[src/rtl/qlock_pkg.sv]
package qlock_pkg;

  typedef enum logic [1:0] {
    RQ_IDLE = 2'd0,
    RQ_PEND = 2'd1,
    RQ_WAIT = 2'd2,
    RQ_HOLD = 2'd3
  } rq_state_e;

  // Successor of a ring position, modulo n.
  function automatic int unsigned ring_next(input int unsigned pos, input int unsigned n);
    return (pos + 1 >= n) ? 0 : pos + 1;
  endfunction

endpackage

[src/rtl/qlock_slot_dispenser.sv]
module qlock_slot_dispenser #(
  parameter int NUM_REQ = 4,
  parameter int IDX_W   = 2
) (
  input  logic               clk,
  input  logic               rst_n,
  input  logic [NUM_REQ-1:0] contend,
  output logic [NUM_REQ-1:0] win,
  output logic [IDX_W-1:0]   slot_ptr
);
  import qlock_pkg::*;

  logic found;
  logic take;

  always_comb begin
    win   = '0;
    found = 1'b0;
    for (int i = 0; i < NUM_REQ; i++) begin
      if (contend[i] && !found) begin
        win[i] = 1'b1;
        found  = 1'b1;
      end
    end
  end

  assign take = |contend;

  always_ff @(posedge clk) begin
    if (!rst_n) slot_ptr <= '0;
    else if (take) slot_ptr <= IDX_W'(ring_next(int'(slot_ptr), NUM_REQ));
  end


  one_winner_chk: assert property (@(posedge clk) disable iff (!rst_n)
    (|contend) |-> ($countones(win) == 1));


  ptr_hold_chk: assert property (@(posedge clk) disable iff (!rst_n)
    !take |=> $stable(slot_ptr));

endmodule

[src/rtl/qlock_requester.sv]
module qlock_requester #(
  parameter int NUM_REQ = 4,
  parameter int IDX_W   = 2
) (
  input  logic               clk,
  input  logic               rst_n,
  input  logic               acq,
  input  logic               rel,
  input  logic               win,
  input  logic [IDX_W-1:0]   slot_ptr,
  input  logic [NUM_REQ-1:0] flags,
  output logic               contend,
  output logic               holding,
  output logic               grant_evt,
  output logic               rel_evt,
  output logic               rel_bad,
  output logic [IDX_W-1:0]   my_slot
);
  import qlock_pkg::*;

  rq_state_e state;

  assign contend   = (state == RQ_PEND) || (state == RQ_IDLE && acq);
  assign grant_evt = (state == RQ_WAIT) && flags[my_slot];
  assign rel_evt   = (state == RQ_HOLD) && rel;
  assign rel_bad   = rel && (state != RQ_HOLD);
  assign holding   = (state == RQ_HOLD);

  always_ff @(posedge clk) begin
    if (!rst_n) begin
      state   <= RQ_IDLE;
      my_slot <= '0;
    end else begin
      unique case (state)
        RQ_IDLE: if (acq) begin
          if (win) begin
            state   <= RQ_WAIT;
            my_slot <= slot_ptr;
          end else begin
            state <= RQ_PEND;
          end
        end
        RQ_PEND: if (win) begin
          state   <= RQ_WAIT;
          my_slot <= slot_ptr;
        end
        RQ_WAIT: if (grant_evt) state <= RQ_HOLD;
        RQ_HOLD: if (rel) state <= RQ_IDLE;
        default: state <= RQ_IDLE;
      endcase
    end
  end


  hold_until_release_chk: assert property (@(posedge clk) disable iff (!rst_n)
    (holding && !rel) |=> holding);


  slot_kept_chk: assert property (@(posedge clk) disable iff (!rst_n)
    (state == RQ_WAIT) |=> $stable(my_slot));

endmodule

[src/rtl/qlock_flag_ring.sv]
module qlock_flag_ring #(
  parameter int NUM_REQ = 4,
  parameter int IDX_W   = 2
) (
  input  logic                          clk,
  input  logic                          rst_n,
  input  logic [NUM_REQ-1:0]            grant_evt,
  input  logic [NUM_REQ-1:0]            rel_evt,
  input  logic [NUM_REQ-1:0][IDX_W-1:0] slot_of,
  output logic [NUM_REQ-1:0]            flags
);
  import qlock_pkg::*;

  logic [NUM_REQ-1:0] flags_nx;

  always_comb begin
    flags_nx = flags;
    for (int i = 0; i < NUM_REQ; i++) begin
      if (grant_evt[i]) flags_nx[slot_of[i]] = 1'b0;
      if (rel_evt[i])   flags_nx[IDX_W'(ring_next(int'(slot_of[i]), NUM_REQ))] = 1'b1;
    end
  end

  always_ff @(posedge clk) begin
    if (!rst_n) flags <= NUM_REQ'(1);
    else        flags <= flags_nx;
  end


  single_flag_chk: assert property (@(posedge clk) disable iff (!rst_n)
    $onehot0(flags));

endmodule

[src/rtl/qlock_array_top.sv]
module qlock_array_top #(
  parameter int NUM_REQ = 4
) (
  input  logic               clk,
  input  logic               rst_n,
  input  logic [NUM_REQ-1:0] acq_req,
  input  logic [NUM_REQ-1:0] rel_req,
  output logic [NUM_REQ-1:0] granted,
  output logic               rel_err
);
  localparam int IDX_W = (NUM_REQ > 1) ? $clog2(NUM_REQ) : 1;

  logic [NUM_REQ-1:0]            contend;
  logic [NUM_REQ-1:0]            win;
  logic [NUM_REQ-1:0]            grant_evt;
  logic [NUM_REQ-1:0]            rel_evt;
  logic [NUM_REQ-1:0]            rel_bad;
  logic [NUM_REQ-1:0]            flags;
  logic [NUM_REQ-1:0][IDX_W-1:0] slot_of;
  logic [IDX_W-1:0]              slot_ptr;

  qlock_slot_dispenser #(.NUM_REQ(NUM_REQ), .IDX_W(IDX_W)) u_disp (
    .clk(clk), .rst_n(rst_n), .contend(contend), .win(win), .slot_ptr(slot_ptr)
  );

  for (genvar g = 0; g < NUM_REQ; g++) begin : g_req
    qlock_requester #(.NUM_REQ(NUM_REQ), .IDX_W(IDX_W)) u_req (
      .clk(clk), .rst_n(rst_n),
      .acq(acq_req[g]), .rel(rel_req[g]), .win(win[g]),
      .slot_ptr(slot_ptr), .flags(flags),
      .contend(contend[g]), .holding(granted[g]),
      .grant_evt(grant_evt[g]), .rel_evt(rel_evt[g]), .rel_bad(rel_bad[g]),
      .my_slot(slot_of[g])
    );
  end

  qlock_flag_ring #(.NUM_REQ(NUM_REQ), .IDX_W(IDX_W)) u_ring (
    .clk(clk), .rst_n(rst_n), .grant_evt(grant_evt), .rel_evt(rel_evt),
    .slot_of(slot_of), .flags(flags)
  );

  always_ff @(posedge clk) begin
    if (!rst_n) rel_err <= 1'b0;
    else        rel_err <= |rel_bad;
  end


  mutex_chk: assert property (@(posedge clk) disable iff (!rst_n)
    $onehot0(granted));


  one_token_chk: assert property (@(posedge clk) disable iff (!rst_n)
    ($countones(flags) + $countones(granted)) == 1);


  bad_rel_no_drop_chk: assert property (@(posedge clk) disable iff (!rst_n)
    ((|rel_bad) && !(|rel_evt)) |=> (granted & ~$past(granted)) == (granted ^ $past(granted)));

endmodule

[config.mk]
export PLATFORM = sky130hd
export DESIGN_NAME = qlock_array_top
export DESIGN_NICKNAME = d
export VERILOG_FILES = /design/src/rtl/qlock_pkg.sv /design/src/rtl/qlock_slot_dispenser.sv /design/src/rtl/qlock_requester.sv /design/src/rtl/qlock_flag_ring.sv /design/src/rtl/qlock_array_top.sv
export SDC_FILE = /design/constraint.sdc
export NUM_CORES = 1
export LEC_CHECK = 0
export ABC_AREA = 1
export BUFFER_PORTS_ARGS = -buffer_cell sky130_fd_sc_hd__clkbuf_2
export CAP_MARGIN = 20
export CORE_MARGIN = 3
export CORE_UTILIZATION = 30
export CTS_CLUSTER_SIZE = 16
export DETAILED_ROUTE_END_ITERATION = 10
export SYNTH_ARGS = -nofsm -noshare
export SYNTH_HDL_FRONTEND = slang
export SYNTH_SLANG_ARGS = --single-unit
export TNS_END_PERCENT = 30
[constraint.sdc]
create_clock -name clk -period 3.5 [get_ports clk]
set_clock_uncertainty 0.15 [all_clocks]
set_input_delay 0 -clock clk [delete_from_list [all_inputs] [get_ports clk]]
set_output_delay 0 -clock clk [all_outputs]
set_load 0.1 [all_outputs]
==> reports/metrics.yaml, run 1 <==
die-area_um2: 6830
multi_input_area_um2: 1100
routedWlPerCell_um: 10.7
cts_buffers: 3
crit_end: "g_req[3].u_req.state[1]$_SDFFE_PN0P_"
rr_worst_depth: 10
end_kind: "register"
fin_crit_ns: 1.96
ys_types: 30
syn_avg_cell_area_um2: 6.25
synth_top_family_by_area: "simple AND/OR/NAND/NOR gates"
postCtsSetupBuffers: 0
netlist_area_um2: 1760
async_flop_share_pct: 0
syn_to_final_growth_pct: 11.4
yosysTopAreaCellShare_pct: 26.1
fin_crit_sh_pct: 55.9
grtUsageMet2_pct: 19.4
first_pass_iters: 4
clk_pin_slew_ns: 0.08
synth_cells: 282
cp_top_family: "simple AND/OR/NAND/NOR gates"
worst-path-max-fanout: 5
grt_max_degree: 15
yosysMostFrequentCell: "nand2_1"
start_util_pct: 31.4
path_buf_inv: 2
ys_ff_latch: 23
cts.sinks: 23
gp_congestion: 0.793
final_nets: 326
crit-reg2reg-capture: "g_req[3].u_req.state[1]$_SDFFE_PN0P_"
drt_wl_total_um: 3960
viasPerCell: 4.63
fmax_mhz: 511
ys.warnings.count: 0
fin_tns_setup_ns: 0
synth_ff_type: "dfxtp_1"
grt_antenna_before_repair: 0
met3_usage_pct: 1.63
gr-total-overflow: 0
nFillCells: 649
fp.dieH_um: 82.6
slew_headroom_pct: 64.0
grt_usage_pct: 12.5
synth-simple-area-share_pct: 31.3
final_max_slew_viol_count: 0
synth_mux_area_share_pct: 0
mappedNetlistNets: 309
slowest_stage: "dfxtp_1"
finalPower_w: 0.00157
arrival_ns: 1.96
synth-seq-area-share_pct: 26.1
drive_gt1_share_pct: 11.4
portBuffers: 14
register_area_um2: 460
grtUsageMet1_pct: 17.3
cts_tree: "built"
rr_startpoint: "g_req[1].u_req.state[0]$_SDFFE_PN0P_"
crit_start: "g_req[1].u_req.state[0]$_SDFFE_PN0P_"
clockBufferDepth: 2
drt_iter0_markers: 78
clk_latency_ns: 0.26
hpwl_um: 3260
ant_nets: 0
yosys.area.top_type: "dfxtp_1"
slowest_delay_ns: 0.38
p_leak_nw: 0.973
core_um2: 5610
synthTopCellsByCount: "85 x nand2_1, 34 x inv_1, 24 x nor2_1"
final_hold_viol_count: 0
grt-busiest-layer: "met2"
drc_errors: 0
rsz0062_at_grt: "no"
synthAdderAreaFrac_pct: 12.1
placementRows: 27
htree_levels: 1
vias: 1713
grt_pass1_wl_um: 6640
cp.required_ns: 3.51
reg2reg_setup_slack_ns: 1.54
cp_cell_sequence: "inv_1 -> ha_1 -> a21oi_1 -> nand2_1 -> nor2_2 -> inv_2 -> nand2_1 -> nand4_1 -> o21ai_1 -> a21oi_1"
setup_viol: 0
ioPinCount: 15
grt_pass1_vias: 1528
tightest_slew_ns: 0.543
maxCapViolations: 0
hp-class: "in2reg"
status: "completed"
synth_xor_area_share_pct: 0
crit_cells: 10
die_x_um: 82.6
cts_root_buf: "clkbuf_8"
diodes: 0
fin_cells: 370
start_kind: "register"
cts.repair.resized: 0
pwr_density_cell_nw_per_um2: 802
peakVddDrop_mv: 0.309
synth_compound_area_share_pct: 18.9
placed_cells: 363
path_class: "reg2reg"
synth_area_leaders: "dfxtp_1 26%, nand2_1 18%, ha_1 12%"
synth_edf_count: 0
stage by stage:
stage / worst slack [ns] / util (%) / hold slack (ns) / area [µm²]
after detailed placement: 1.55 / 33.7 / 0.243 / 1890
after global routing: 1.29 / 35.0 / 0.0307 / 1960
after floorplan: 1.74 / - / -0.0116 / 1760
after CTS: 1.53 / 35.0 / 0.00383 / 1960
final: 1.54 / 35.0 / 0.0110 / 1960
after global placement: 1.63 / 33.7 / 0.240 / 1890
cell type report:
type / count / area share (%)
tap: 72 / 4.59
sequential: 23 / 23.5
multi-input combinational: 209 / 55.9
timing repair buffer: 17 / 5.10
clock buffer: 4 / 2.29
inverter: 45 / 8.67
state kept, by name, indices dropped and copies added, names as in the netlist:
| name | flops |
|---|---|
| g_req.u_req.my_slot | 8 |
| g_req.u_req.state | 8 |
| rel_err | 1 |
| u_disp.slot_ptr | 2 |
| u_ring.flags | 4 |
tightest hold or removal path, cell delays in order:
cell,delay (ns)
clkbuf_2,0.21
o21ai_0,0.12
a21oi_1,0.05
repair_timing:
action | 4_1_cts | 5_1_grt
endpoints found under the hold margin | 7 | 0
endpoints found under the setup margin | 0 | 0
hold buffers | 3 | 0
how the worst min path moves through the flow:
stage | from | slack, ns | cells past startpoint | to
finish | rst_n | 0.01 | 3 | g_req[3].u_req.my_slot[0]$_SDFFE_PN0P_
global placement | acq_req[2] | 0.24 | 3 | g_req[2].u_req.my_slot[1]$_SDFFE_PN0P_
detailed placement | acq_req[0] | 0.24 | 4 | g_req[0].u_req.state[1]$_SDFFE_PN0P_
CTS | rst_n | 0.004 | 3 | g_req[3].u_req.my_slot[0]$_SDFFE_PN0P_
global route | rst_n | 0.03 | 3 | g_req[3].u_req.state[0]$_SDFFE_PN0P_
floorplan | rst_n | -0.01 | 2 | g_req[2].u_req.my_slot[0]$_SDFFE_PN0P_
layout by cell type, fill, tap and decap left out, types with 3 or more instances in the layout:
master         instances
a22oi_1                4
inv_1                 34
dlygate4sd3_1          3
o21ai_0                9
inv_2                  9
clkbuf_8               3
a21oi_1               23
ha_1                  17
clkbuf_2              14
nand3_1               16
o21ai_1               10
nand2_1               85
dfxtp_1               23
nor2_1                24
nand2_2                3
report_power, final:
part | internal [W] | switching, W | total, W
Clock | 0.0000812 | 0.0000865 | 0.000168
Combinational | 0.000320 | 0.000623 | 0.000942
Sequential | 0.000359 | 0.000105 | 0.000464
Total | 0.000760 | 0.000814 | 0.00157
routing by layer:
metal  wire [µm]  part of all wire [%]
met5           0                     0
met4          59                   1.5
met3          97                   2.4
met2        1830                    46
met1        1980                    50
cell families (layout without fill, tap and decap cells):
logic type                 count (synthesis)  count (layout)
and+or+nand+nor                          134             134
AOI/OAI and AO/OA                         58              58
buffers and inverters                     50              66
DFF                                       23              23
adders and majority gates                 17              17
No activity file was read; power rests on OpenSTA's default activity.
==> run 2: changes to the inputs <==
==> constraint.sdc (replaced) <==
create_clock -name clk -period 1.8 [get_ports clk]
set_clock_uncertainty 0.15 [all_clocks]
set_input_delay 0 -clock clk [delete_from_list [all_inputs] [get_ports clk]]
set_output_delay 0 -clock clk [all_outputs]
set_load 0.1 [all_outputs]
==> reports/metrics.yaml, run 2 (synthesized netlist as in run 1, its figures left out) <==
portBuffers: 14
cts_tree: "built"
placementRows: 27
hold_depth: 5
finalPower_w: 0.00355
vias: 1767
crit-reg2reg-capture: "g_req[2].u_req.my_slot[0]$_SDFFE_PN0P_"
end_kind: "register"
cp.required_ns: 1.80
cp_cell_sequence: "inv_1 -> ha_4 -> a21oi_4 -> nand2_4 -> buf_4 -> nor2_1 -> o21ai_1 -> o21ai_0 -> a21oi_1"
reg2reg_setup_slack_ns: 0.08
diodes: 0
path_buf_inv: 2
drt_wl_total_um: 4260
clockBufferDepth: 2
start_util_pct: 31.4
hpwl_um: 3300
maxCapViolations: 0
clk_pin_slew_ns: 0.09
rr_worst_depth: 9
viasPerCell: 4.59
start_kind: "register"
arrival_ns: 1.72
fmax_mhz: 580
final_hold_viol_count: 0
slowest_delay_ns: 0.33
worst-path-max-fanout: 4
ioPinCount: 15
min_to: "rel_err$_SDFF_PN0_"
rsz0062_at_grt: "yes"
first_pass_iters: 4
drive_gt1_share_pct: 23.6
routedWlPerCell_um: 11.1
final_common_cell: "nand2_1"
syn_to_final_growth_pct: 25.0
path_class: "reg2reg"
drt_iter0_markers: 127
peakVddDrop_mv: 0.666
grt_max_degree: 14
clk_latency_ns: 0.27
die_x_um: 82.6
ant_nets: 0
fin_crit_ns: 1.72
pwr_density_cell_nw_per_um2: 1610
slowest_stage: "dfxtp_2"
hp-class: "in2reg"
status: "completed"
hp-start: "rel_req[0]"
cts_buffers: 3
slew_headroom_pct: 64.1
die-area_um2: 6830
cts.sinks: 23
top_regs: "g_req.u_req.my_slot (8), g_req.u_req.state (8), u_ring.flags (4)"
place_area_um2: 1960
p_leak_nw: 1.06
grt_usage_pct: 13.4
grt_pass1_wl_um: 7040
grt_pass1_vias: 1626
final_nets: 341
tightest_slew_ns: 0.541
grt_antenna_before_repair: 0
setup_viol: 0
fin_crit_sh_pct: 95.8
drc_errors: 0
final_max_slew_viol_count: 0
fp.dieH_um: 82.6
final_cell_mix: "82 x nand2_1, 28 x inv_1, 24 x nor2_1"
crit_start: "g_req[1].u_req.state[1]$_SDFFE_PN0P_"
cts_root_buf: "clkbuf_8"
gr-total-overflow: 0
gp_congestion: 0.802
rr_startpoint: "g_req[1].u_req.state[1]$_SDFFE_PN0P_"
htree_levels: 1
design_area_um2: 2200
core_um2: 5610
cp_top_family: "compound AO/OA/AOI/OAI gates"
run 2: repair_timing:
action | in CTS | in global routing
resized for setup | 6 | 32
endpoints found under the setup margin | 6 | 13
pin swaps | 4 | 10
hold buffers | 4 | 0
buffers inserted | 1 | 3
hold endpoints to repair | 8 | 0
run 2: power by group:
group          switching, W  total (W)  internal [W]
combinational       0.00139    0.00230      0.000916
sequential         0.000205   0.000926      0.000720
clock              0.000167   0.000325      0.000158
total               0.00176    0.00355       0.00179
run 2: metal layers:
metal / global-route usage [%] / routed length [µm] / vias up
li1: - / - / 965
met4: 6.21 / 60 / 0
met3: 2.39 / 114 / 4
met1: 16.7 / 2060 / 776
met2: 22.1 / 2020 / 22
met5: 0 / 0 / -
run 2: cell type report:
cell class / count / area, µm²
clock buffer: 4 / 45.0
sequential: 23 / 474
tap: 72 / 90.1
fill: 628 / 3410
inverter: 45 / 170
multi-input combinational: 209 / 1200
timing repair buffer: 32 / 219
run 2: worst register-to-register path: stages, from the launching register on:
cell and delay, ns:
dfxtp_2 0.33, inv_1 0.10, ha_4 0.19, a21oi_4 0.16, nand2_4 0.08, buf_4 0.14, nor2_1 0.12, o21ai_1 0.13
o21ai_0 0.17, a21oi_1 0.05
run 2: worst max-delay path by stage:
stage	slack (ns)	to	depth (start not counted)
after floorplan	0.04	g_req[3].u_req.state[1]$_SDFFE_PN0P_	10
after global placement	0.0008	g_req[2].u_req.my_slot[0]$_SDFFE_PN0P_	9
after detailed placement	-0.03	g_req[3].u_req.state[1]$_SDFFE_PN0P_	12
after CTS	0.005	g_req[3].u_req.state[0]$_SDFFE_PN0P_	12
after global routing	-0.07	g_req[3].u_req.state[1]$_SDFFE_PN0P_	10
final	0.08	g_req[2].u_req.my_slot[0]$_SDFFE_PN0P_	9
run 2: metrics by stage:
step | worst slack, ns | hold slack, ns | TNS (ns) | util, % | cells
finish | 0.0764 | 0.0358 | 0 | 39.3 | 385
global route | -0.0680 | 0.0976 | -0.194 | 39.3 | 385
CTS | 0.00473 | 0.0284 | 0 | 36.9 | 382
detailed placement | -0.0271 | 0.232 | -0.0796 | 35.0 | 373
global placement | 0.000790 | 0.232 | 0 | 35.0 | 373
floorplan | 0.0430 | -0.0116 | 0 | - | 282
